File: config.mk
export PLATFORM = sky130hd
export DESIGN_NAME = serial_prog_reg
export DESIGN_NICKNAME = d
export VERILOG_FILES = /design/src/rtl/serial_prog_pkg.sv /design/src/rtl/sp_sync_edge.sv /design/src/rtl/sp_shift_reg.sv /design/src/rtl/sp_latch_bank.sv /design/src/rtl/serial_prog_reg.sv
export SDC_FILE = /design/constraint.sdc
export NUM_CORES = 1
export LEC_CHECK = 0
export BUFFER_PORTS_ARGS = -buffer_cell sky130_fd_sc_hd__buf_2
export CAP_MARGIN = 5
export CELL_PAD_IN_SITES_DETAIL_PLACEMENT = 1
export CELL_PAD_IN_SITES_GLOBAL_PLACEMENT = 2
export CORE_ASPECT_RATIO = 1.2
export CORE_MARGIN = 3
export CORE_UTILIZATION = 40
export CTS_CLUSTER_DIAMETER = 80
export DETAILED_ROUTE_END_ITERATION = 7
export PLACE_DENSITY = 0.81
export SYNTH_ARGS = -nofsm -noshare
export SYNTH_HDL_FRONTEND = slang
export SYNTH_SLANG_ARGS = --single-unit
export TNS_END_PERCENT = 20
File: constraint.sdc
create_clock -name clk -period 8.2 [get_ports clk]
set_input_delay 0.82 -clock clk [delete_from_list [all_inputs] [get_ports clk]]
set_output_delay 0.82 -clock clk [all_outputs]
set_load 0.05 [all_outputs]
File: src/rtl/serial_prog_pkg.sv
package serial_prog_pkg;

  localparam int N_LATCH = 4;

  typedef enum logic [1:0] {
    SEL_IF_REF = 2'b00,
    SEL_IF_CNT = 2'b01,
    SEL_RF_REF = 2'b10,
    SEL_RF_CNT = 2'b11
  } latch_sel_e;

endpackage

File: src/rtl/sp_sync_edge.sv
module sp_sync_edge #(
  parameter int W      = 3,
  parameter int STAGES = 2
) (
  input  logic         clk,
  input  logic         rst_n,
  input  logic [W-1:0] din,
  output logic [W-1:0] dout,
  output logic [W-1:0] rise
);

  localparam int LAST = STAGES - 1;

  logic [STAGES-1:0][W-1:0] stg_q;
  logic [STAGES-1:0][W-1:0] stg_d;
  logic [W-1:0]             prev_q;
  logic [W-1:0]             prev_d;

  always_comb begin
    stg_d[0] = din;
    for (int i = 1; i < STAGES; i++) begin
      stg_d[i] = stg_q[i-1];
    end
    prev_d = stg_q[LAST];
  end

  always_ff @(posedge clk or negedge rst_n) begin
    if (!rst_n) begin
      stg_q  <= '0;
      prev_q <= '0;
    end else begin
      stg_q  <= stg_d;
      prev_q <= prev_d;
    end
  end

  assign dout = stg_q[LAST];
  assign rise = stg_q[LAST] & ~prev_q;

endmodule

File: src/rtl/sp_shift_reg.sv
module sp_shift_reg #(
  parameter int W = 22
) (
  input  logic         clk,
  input  logic         rst_n,
  input  logic         shift_en,
  input  logic         bit_in,
  output logic [W-1:0] q
);

  logic [W-1:0] q_d;
  logic [W-1:0] q_r;

  always_comb begin
    q_d = q_r;
    if (shift_en) begin
      q_d = {q_r[W-2:0], bit_in};
    end
  end

  always_ff @(posedge clk or negedge rst_n) begin
    if (!rst_n) begin
      q_r <= '0;
    end else begin
      q_r <= q_d;
    end
  end

  assign q = q_r;

endmodule

File: src/rtl/sp_latch_bank.sv
module sp_latch_bank
  import serial_prog_pkg::*;
#(
  parameter int WORD_W = 22,
  parameter int CTRL_W = 2,
  parameter int PAY_W  = WORD_W - CTRL_W
) (
  input  logic                            clk,
  input  logic                            rst_n,
  input  logic                            load_en,
  input  logic [WORD_W-1:0]               word_in,
  output logic [N_LATCH-1:0]              wr_en,
  output logic [N_LATCH-1:0][PAY_W-1:0]   pay_q
);

  logic [CTRL_W-1:0] sel;
  logic [PAY_W-1:0]  pay_in;

  assign sel    = word_in[CTRL_W-1:0];
  assign pay_in = word_in[WORD_W-1:CTRL_W];

  for (genvar g = 0; g < N_LATCH; g++) begin : g_latch
    logic [PAY_W-1:0] d;
    logic [PAY_W-1:0] r;

    always_comb begin
      wr_en[g] = load_en && (sel == CTRL_W'(g));
      d        = r;
      if (wr_en[g]) begin
        d = pay_in;
      end
    end

    always_ff @(posedge clk or negedge rst_n) begin
      if (!rst_n) begin
        r <= '0;
      end else begin
        r <= d;
      end
    end

    assign pay_q[g] = r;
  end

endmodule

File: src/rtl/serial_prog_reg.sv
module serial_prog_reg
  import serial_prog_pkg::*;
#(
  parameter int WORD_W      = 22,
  parameter int CTRL_W      = 2,
  parameter int REF_DIV_W   = 14,
  parameter int SYNC_STAGES = 2,
  localparam int PAY_W      = WORD_W - CTRL_W
) (
  input  logic                 clk,
  input  logic                 rst_n,
  input  logic                 ser_clk,
  input  logic                 ser_data,
  input  logic                 ser_load,
  output logic [PAY_W-1:0]     if_ref_pay,
  output logic [PAY_W-1:0]     if_cnt_pay,
  output logic [PAY_W-1:0]     rf_ref_pay,
  output logic [PAY_W-1:0]     rf_cnt_pay,
  output logic [REF_DIV_W-1:0] if_ref_div,
  output logic [REF_DIV_W-1:0] rf_ref_div
);

  localparam int IDX_DATA = 0;
  localparam int IDX_SCLK = 1;
  localparam int IDX_LOAD = 2;

  // reset: asserted asynchronously, released on the clock
  logic rst_meta_q;
  logic rst_sync_q;
  logic rst_n_i;

  always_ff @(posedge clk or negedge rst_n) begin
    if (!rst_n) begin
      rst_meta_q <= 1'b0;
      rst_sync_q <= 1'b0;
    end else begin
      rst_meta_q <= 1'b1;
      rst_sync_q <= rst_meta_q;
    end
  end

  assign rst_n_i = rst_sync_q;

  logic [2:0]              pins;
  logic [2:0]              pins_s;
  logic [2:0]              pins_rise;
  logic                    shift_pulse;
  logic                    load_pulse;
  logic [WORD_W-1:0]       shreg;
  logic [N_LATCH-1:0]      wr_en;
  logic [N_LATCH-1:0][PAY_W-1:0] pay_q;

  assign pins = {ser_load, ser_clk, ser_data};

  sp_sync_edge #(.W(3), .STAGES(SYNC_STAGES)) u_sync (
    .clk   (clk),
    .rst_n (rst_n_i),
    .din   (pins),
    .dout  (pins_s),
    .rise  (pins_rise)
  );

  assign shift_pulse = pins_rise[IDX_SCLK];
  assign load_pulse  = pins_rise[IDX_LOAD];

  sp_shift_reg #(.W(WORD_W)) u_shift (
    .clk      (clk),
    .rst_n    (rst_n_i),
    .shift_en (shift_pulse),
    .bit_in   (pins_s[IDX_DATA]),
    .q        (shreg)
  );

  sp_latch_bank #(.WORD_W(WORD_W), .CTRL_W(CTRL_W), .PAY_W(PAY_W)) u_bank (
    .clk     (clk),
    .rst_n   (rst_n_i),
    .load_en (load_pulse),
    .word_in (shreg),
    .wr_en   (wr_en),
    .pay_q   (pay_q)
  );

  assign if_ref_pay = pay_q[SEL_IF_REF];
  assign if_cnt_pay = pay_q[SEL_IF_CNT];
  assign rf_ref_pay = pay_q[SEL_RF_REF];
  assign rf_cnt_pay = pay_q[SEL_RF_CNT];
  assign if_ref_div = pay_q[SEL_IF_REF][REF_DIV_W-1:0];
  assign rf_ref_div = pay_q[SEL_RF_REF][REF_DIV_W-1:0];

endmodule

# ---- Word-level counts from Yosys, hierarchy flattened
# Cells that the tools add are included.
dict set report word_totals {
  reg_bits 113
  input_bits 5
  output_inout_bits 108
  wordCells 20
}
dict set report op_classes {
  n_eq_ne 3
  bitwise 2
  n_reduce_logical 5
}
# op count
set ops {}
lappend ops {{$eq A2 B2 Y1 const B} 2}
lappend ops {{$logic_and A1 B1 Y1} 4}
lappend ops {{$and A3 B3 Y3} 1}
lappend ops {{$not A3 Y3} 1}
lappend ops {{$eq A2 B1 Y1 const B} 1}
lappend ops {{$logic_not A2 Y1} 1}

# ---- Depth between registers and ports, before layout
dict set report depth {
  ltp_word 3
  mapped_depth 3
  depth_no_buf 2
}

# ---- Cells and area by module
# From an unflattened synthesis, not the netlist that was laid out.
dict set report hier_totals {
  cells_unflattened 264
  area_unflattened_um2 4342.9
}
# mod n_inst cells_per_inst area_each_um2 seq_area_each_um2
set by_module_without_submodules {}
lappend by_module_without_submodules {sp_latch_bank 1 175 2991.6 2001.9}
lappend by_module_without_submodules {sp_shift_reg 1 46 820.8 550.5}
lappend by_module_without_submodules {sp_sync_edge 1 12 266.5 225.2}
lappend by_module_without_submodules {serial_prog_reg 1 31 264.0 50.0}

# ---- Worst setup path before layout
# OpenSTA, ideal clock, no wires.
dict set report synth_path {
  kind {reg2out}
  startpoint {register u_bank.g_latch[2].r[0]}
  endpoint {output port rf_ref_pay[0]}
  arrival_ps 904
  required_time_ps 7380
  slack_ps 6476
  path_stages_with_launch 2
  path_buffers 1
  cell_sequence {dfrtp_1 -> buf_4}
}
# item line_no
set synth_lines {}
lappend synth_lines {{from (decl)} sp_latch_bank.sv:24} ;# logic [PAY_W-1:0] r;
lappend synth_lines {{from (signal assigned)} sp_latch_bank.sv:36} ;# r <= '0;
lappend synth_lines {{from (signal assigned)} sp_latch_bank.sv:38} ;# r <= d;
lappend synth_lines {{to (decl)} serial_prog_reg.sv:17} ;# output logic [PAY_W-1:0] rf_ref_pay,
# No word-level cell between the ends.

# ---- Worst setup path after layout
dict set report layout_path {
  startpoint {register u_shift.q_r[1], in the netlist u_shift.q[1]}
  endpoint {register u_bank.g_latch[0].r[17]}
}
dict set report layout_between {
  elab_chain_cells 2
}
# item line_no
set layout_rtl {}
lappend layout_rtl {{from (decl)} sp_shift_reg.sv:12} ;# logic [W-1:0] q_r;
lappend layout_rtl {{from (signal assigned)} sp_shift_reg.sv:25} ;# q_r <= q_d;
lappend layout_rtl {{$logic_not A2 Y1} sp_latch_bank.sv:27} ;# wr_en[g] = load_en && (sel == CTRL_W'(g));
lappend layout_rtl {{$logic_and A1 B1 Y1} sp_latch_bank.sv:27}
lappend layout_rtl {{to (signal assigned)} sp_latch_bank.sv:36}
lappend layout_rtl {{to (signal assigned)} sp_latch_bank.sv:38}
lappend layout_rtl {{to (decl)} sp_latch_bank.sv:24}
# Every way passes these cells.
# A chain may end at the register's enable or synchronous reset.

==> reports/qor.tcl <==
set qor(number_of_i_o_pins) 113
set qor(timing.critical_path.to_type) {register}
set qor(detailedPlacementHpwl_mm) 5.73
set qor(drtPass1Iterations) 4
set qor(cts.repair_timing.setup_buffer_count) 0
set qor(timing.reg2reg.setup_slack_ns) 6.21
set qor(p_leak_nw) 2.79
set qor(die_x_um) 103
set qor(drtAntennaViolNets) 0
set qor(die_height_um) 122
set qor(worst_ep_arrival_time_ns) 2.22
set qor(postSynthRegisterBits) 112
set qor(grt_start_max_net_pins) 93
set qor(yosys_warnings) 0
set qor(grt_pass1_wl_mm) 13.9
set qor(synth.yosys.seq_area_share) 0.622
set qor(ctsHtreeMaxLevel) 3
set qor(drv_cap) 0
set qor(period_share) 0.243
set qor(numCtsBuffers) 9
set qor(syn_nets) 263
set qor(slowest_stage) {sky130_fd_sc_hd__nor4b_4}
set qor(final.setup.tns_ns) 0
set qor(synthToLayoutAreaGrowth_pct) 16.6
set qor(synth_area_um2) 4510
set qor(fmax_mhz) 502
set qor(insertedDiodeCount) 0
set qor(critical_path_depth) 3
set qor(worstRegToRegCells) 3
set qor(num-nets-final) 351
set qor(synth.lib_cells_used.distinct) 12
set qor(path_max_fanout) 12
set qor(worstSetupPathType) {reg -> reg}
set qor(critPathRequiredTime_ns) 8.43
set qor(die_area_um2) 12600
set qor(max_slew_margin) 0.225
set qor(detail_route.wl_per_cell_um) 18.1
set qor(run_status) {complete, no violations}
set qor(gr-usage-all-layers) 0.145
set qor(postSynthAreaPerCell_um2) 17.5
set qor(nFillCells) 1069
set qor(cts_clock_pin_slew_for_the_worst_setup_and_hold_paths_ns) 0.07
set qor(route.vias.total) 2359
set qor(clockRootBuffer) {sky130_fd_sc_hd__clkbuf_16}
set qor(share_of_layout_cells_above_drive_strength_1) 0.675
set qor(drt_iter0_drc) 53
set qor(critPathLaunchType) {register}
set qor(layout.cells.most_common_list) {112 x sky130_fd_sc_hd__buf_2, 111 x sky130_fd_sc_hd__dfrtp_1, 56 x sky130_fd_sc_hd__mux2_2}
set qor(placement_rows) 41
set qor(holdBufCountCts) 0
set qor(portBuffers) 112
set qor(r2r_end) {u_bank.g_latch[0].r[17]}
set qor(clock_skew_ns) 0.00681
set qor(finalHoldViolCount) 0
set qor(hold_path_class) {reg -> async}
set qor(initial_utilization) 0.418
set qor(clock-sinks) 112
set qor(routed_wl_mm) 8.71
set qor(placedCellCount) 464
set qor(core_area_um2) 10800
set qor(gp_congestion) 0.677
set qor(rsz0062_at_grt) {no}
set qor(irDropWorstVdd_mv) 0.189
set qor(cts_repair_resize_count) 0
set qor(critical_path.max_stage_delay_ns) 0.70
set qor(pwr_density_cell_nw_per_um2) 426
set qor(finalMaxSlewViolations) 0
set qor(critical-path-top-delay-family) {simple AND/OR/NAND/NOR gates}
set qor(setup_violating_endpoint_count_in_the_final_report) 0
set qor(critical_path.cell_chain) {nor4b_4 > buf_4 > mux2_2}
set qor(antenna_violations_before_repair) 0
set qor(synthCells) 258
set qor(finalNonFillerCells) 480
set qor(clock_period_minus_final_worst_setup_slack_ns) 1.99
set qor(clkLatencyLatePin_ns) 0.34
set qor(multi_input_logic_area_um2) 1400
set qor(mostFrequentLayoutCell) {sky130_fd_sc_hd__buf_2}
set qor(reg2reg_from) {u_shift.q[1]}
set qor(worst_slew_pin_tran_ns) 1.16
set qor(route.detailed.vias_per_inst) 4.91
set qor(worstPathBufferInverterCount) 1
set qor(cts-root-to-sink-buffers) 2
set qor(drcViolationCount) 0
set qor(cts_tree) {built}
set qor(regArea_um2) 2810
set qor(grt_overflow_total) 0
set qor(first_global_vias) 2492
-- worst max-delay path by stage --
| stage | slack, ns | to | start |
|---|---|---|---|
| 4_1_cts | 6.17 | u_bank.g_latch[0].r[17] | u_shift.q[1] |
| 6_report | 6.21 | u_bank.g_latch[0].r[17] | u_shift.q[1] |
| 2_1_floorplan | 4.85 | u_bank.g_latch[0].r[0] | rst_n_i |
| 3_5_place_dp | 6.17 | u_bank.g_latch[0].r[17] | u_shift.q[1] |
| 5_1_grt | 6.04 | u_bank.g_latch[0].r[14] | u_shift.q[1] |
| 3_3_place_gp | 6.22 | u_bank.g_latch[0].r[17] | u_shift.q[1] |
-- flip-flops by register name, summed over array words and instances (netlist names) --
| name | flops |
|---|---|
| u_sync.dout | 3 |
| u_shift.q | 22 |
| u_sync.stg_d | 3 |
| rst_n_i | 1 |
| rst_meta_q | 1 |
| u_sync.prev_q | 2 |
| u_bank.g_latch.r | 80 |
-- per-layer routing --
layer  up-vias  GRT usage  wire [µm]
li1       1043          -          -
met1      1220      0.214       4210
met2        84      0.215       3880
met3        12     0.0279        493
met4         0     0.0486        129
met5         -          0          0
-- Yosys cell counts (all sizes together) --
cell type  instances  area share
conb               1     0.00083
buf               38       0.069
mux2             102        0.29
nor4b              1      0.0053
nor2b              1      0.0014
nand4b             1      0.0019
and4bb             2      0.0072
dfrtp            112        0.62
-- stage by stage --
step	instance area (µm²)	setup slack (ns)	utilization	power, mW	hold slack [ns]
2_1_floorplan	4510	4.85	-	1.66	0.331
3_3_place_gp	4950	6.22	0.459	1.80	0.197
3_5_place_dp	4950	6.17	0.459	1.82	0.201
4_1_cts	5250	6.17	0.488	2.27	0.204
5_1_grt	5250	6.04	0.488	2.35	0.223
6_report	5250	6.21	0.488	2.24	0.194
-- layout make-up --
| cell class | instances | share of cell area |
|---|---|---|
| clock buffer | 10 | 0.0455 |
| sequential | 112 | 0.534 |
| multi-input combinational | 108 | 0.266 |
| timing repair buffer | 115 | 0.111 |
| tap | 129 | 0.0307 |
| clock inverter | 6 | 0.0129 |
-- cells by family after synthesis --
logic type,count (synthesis),share of synthesized area
and+or+nand+nor,5,0.0158
buffers and inverters,38,0.0689
other,1,0.000832
muxes,102,0.292
DFF,112,0.622
-- power breakdown --
group          switching [mW]  total, mW  internal (mW)
logic                   0.704      0.967          0.263
clock network           0.198      0.444          0.247
registers               0.130      0.828          0.698
No activity file was read; power rests on OpenSTA's default activity.
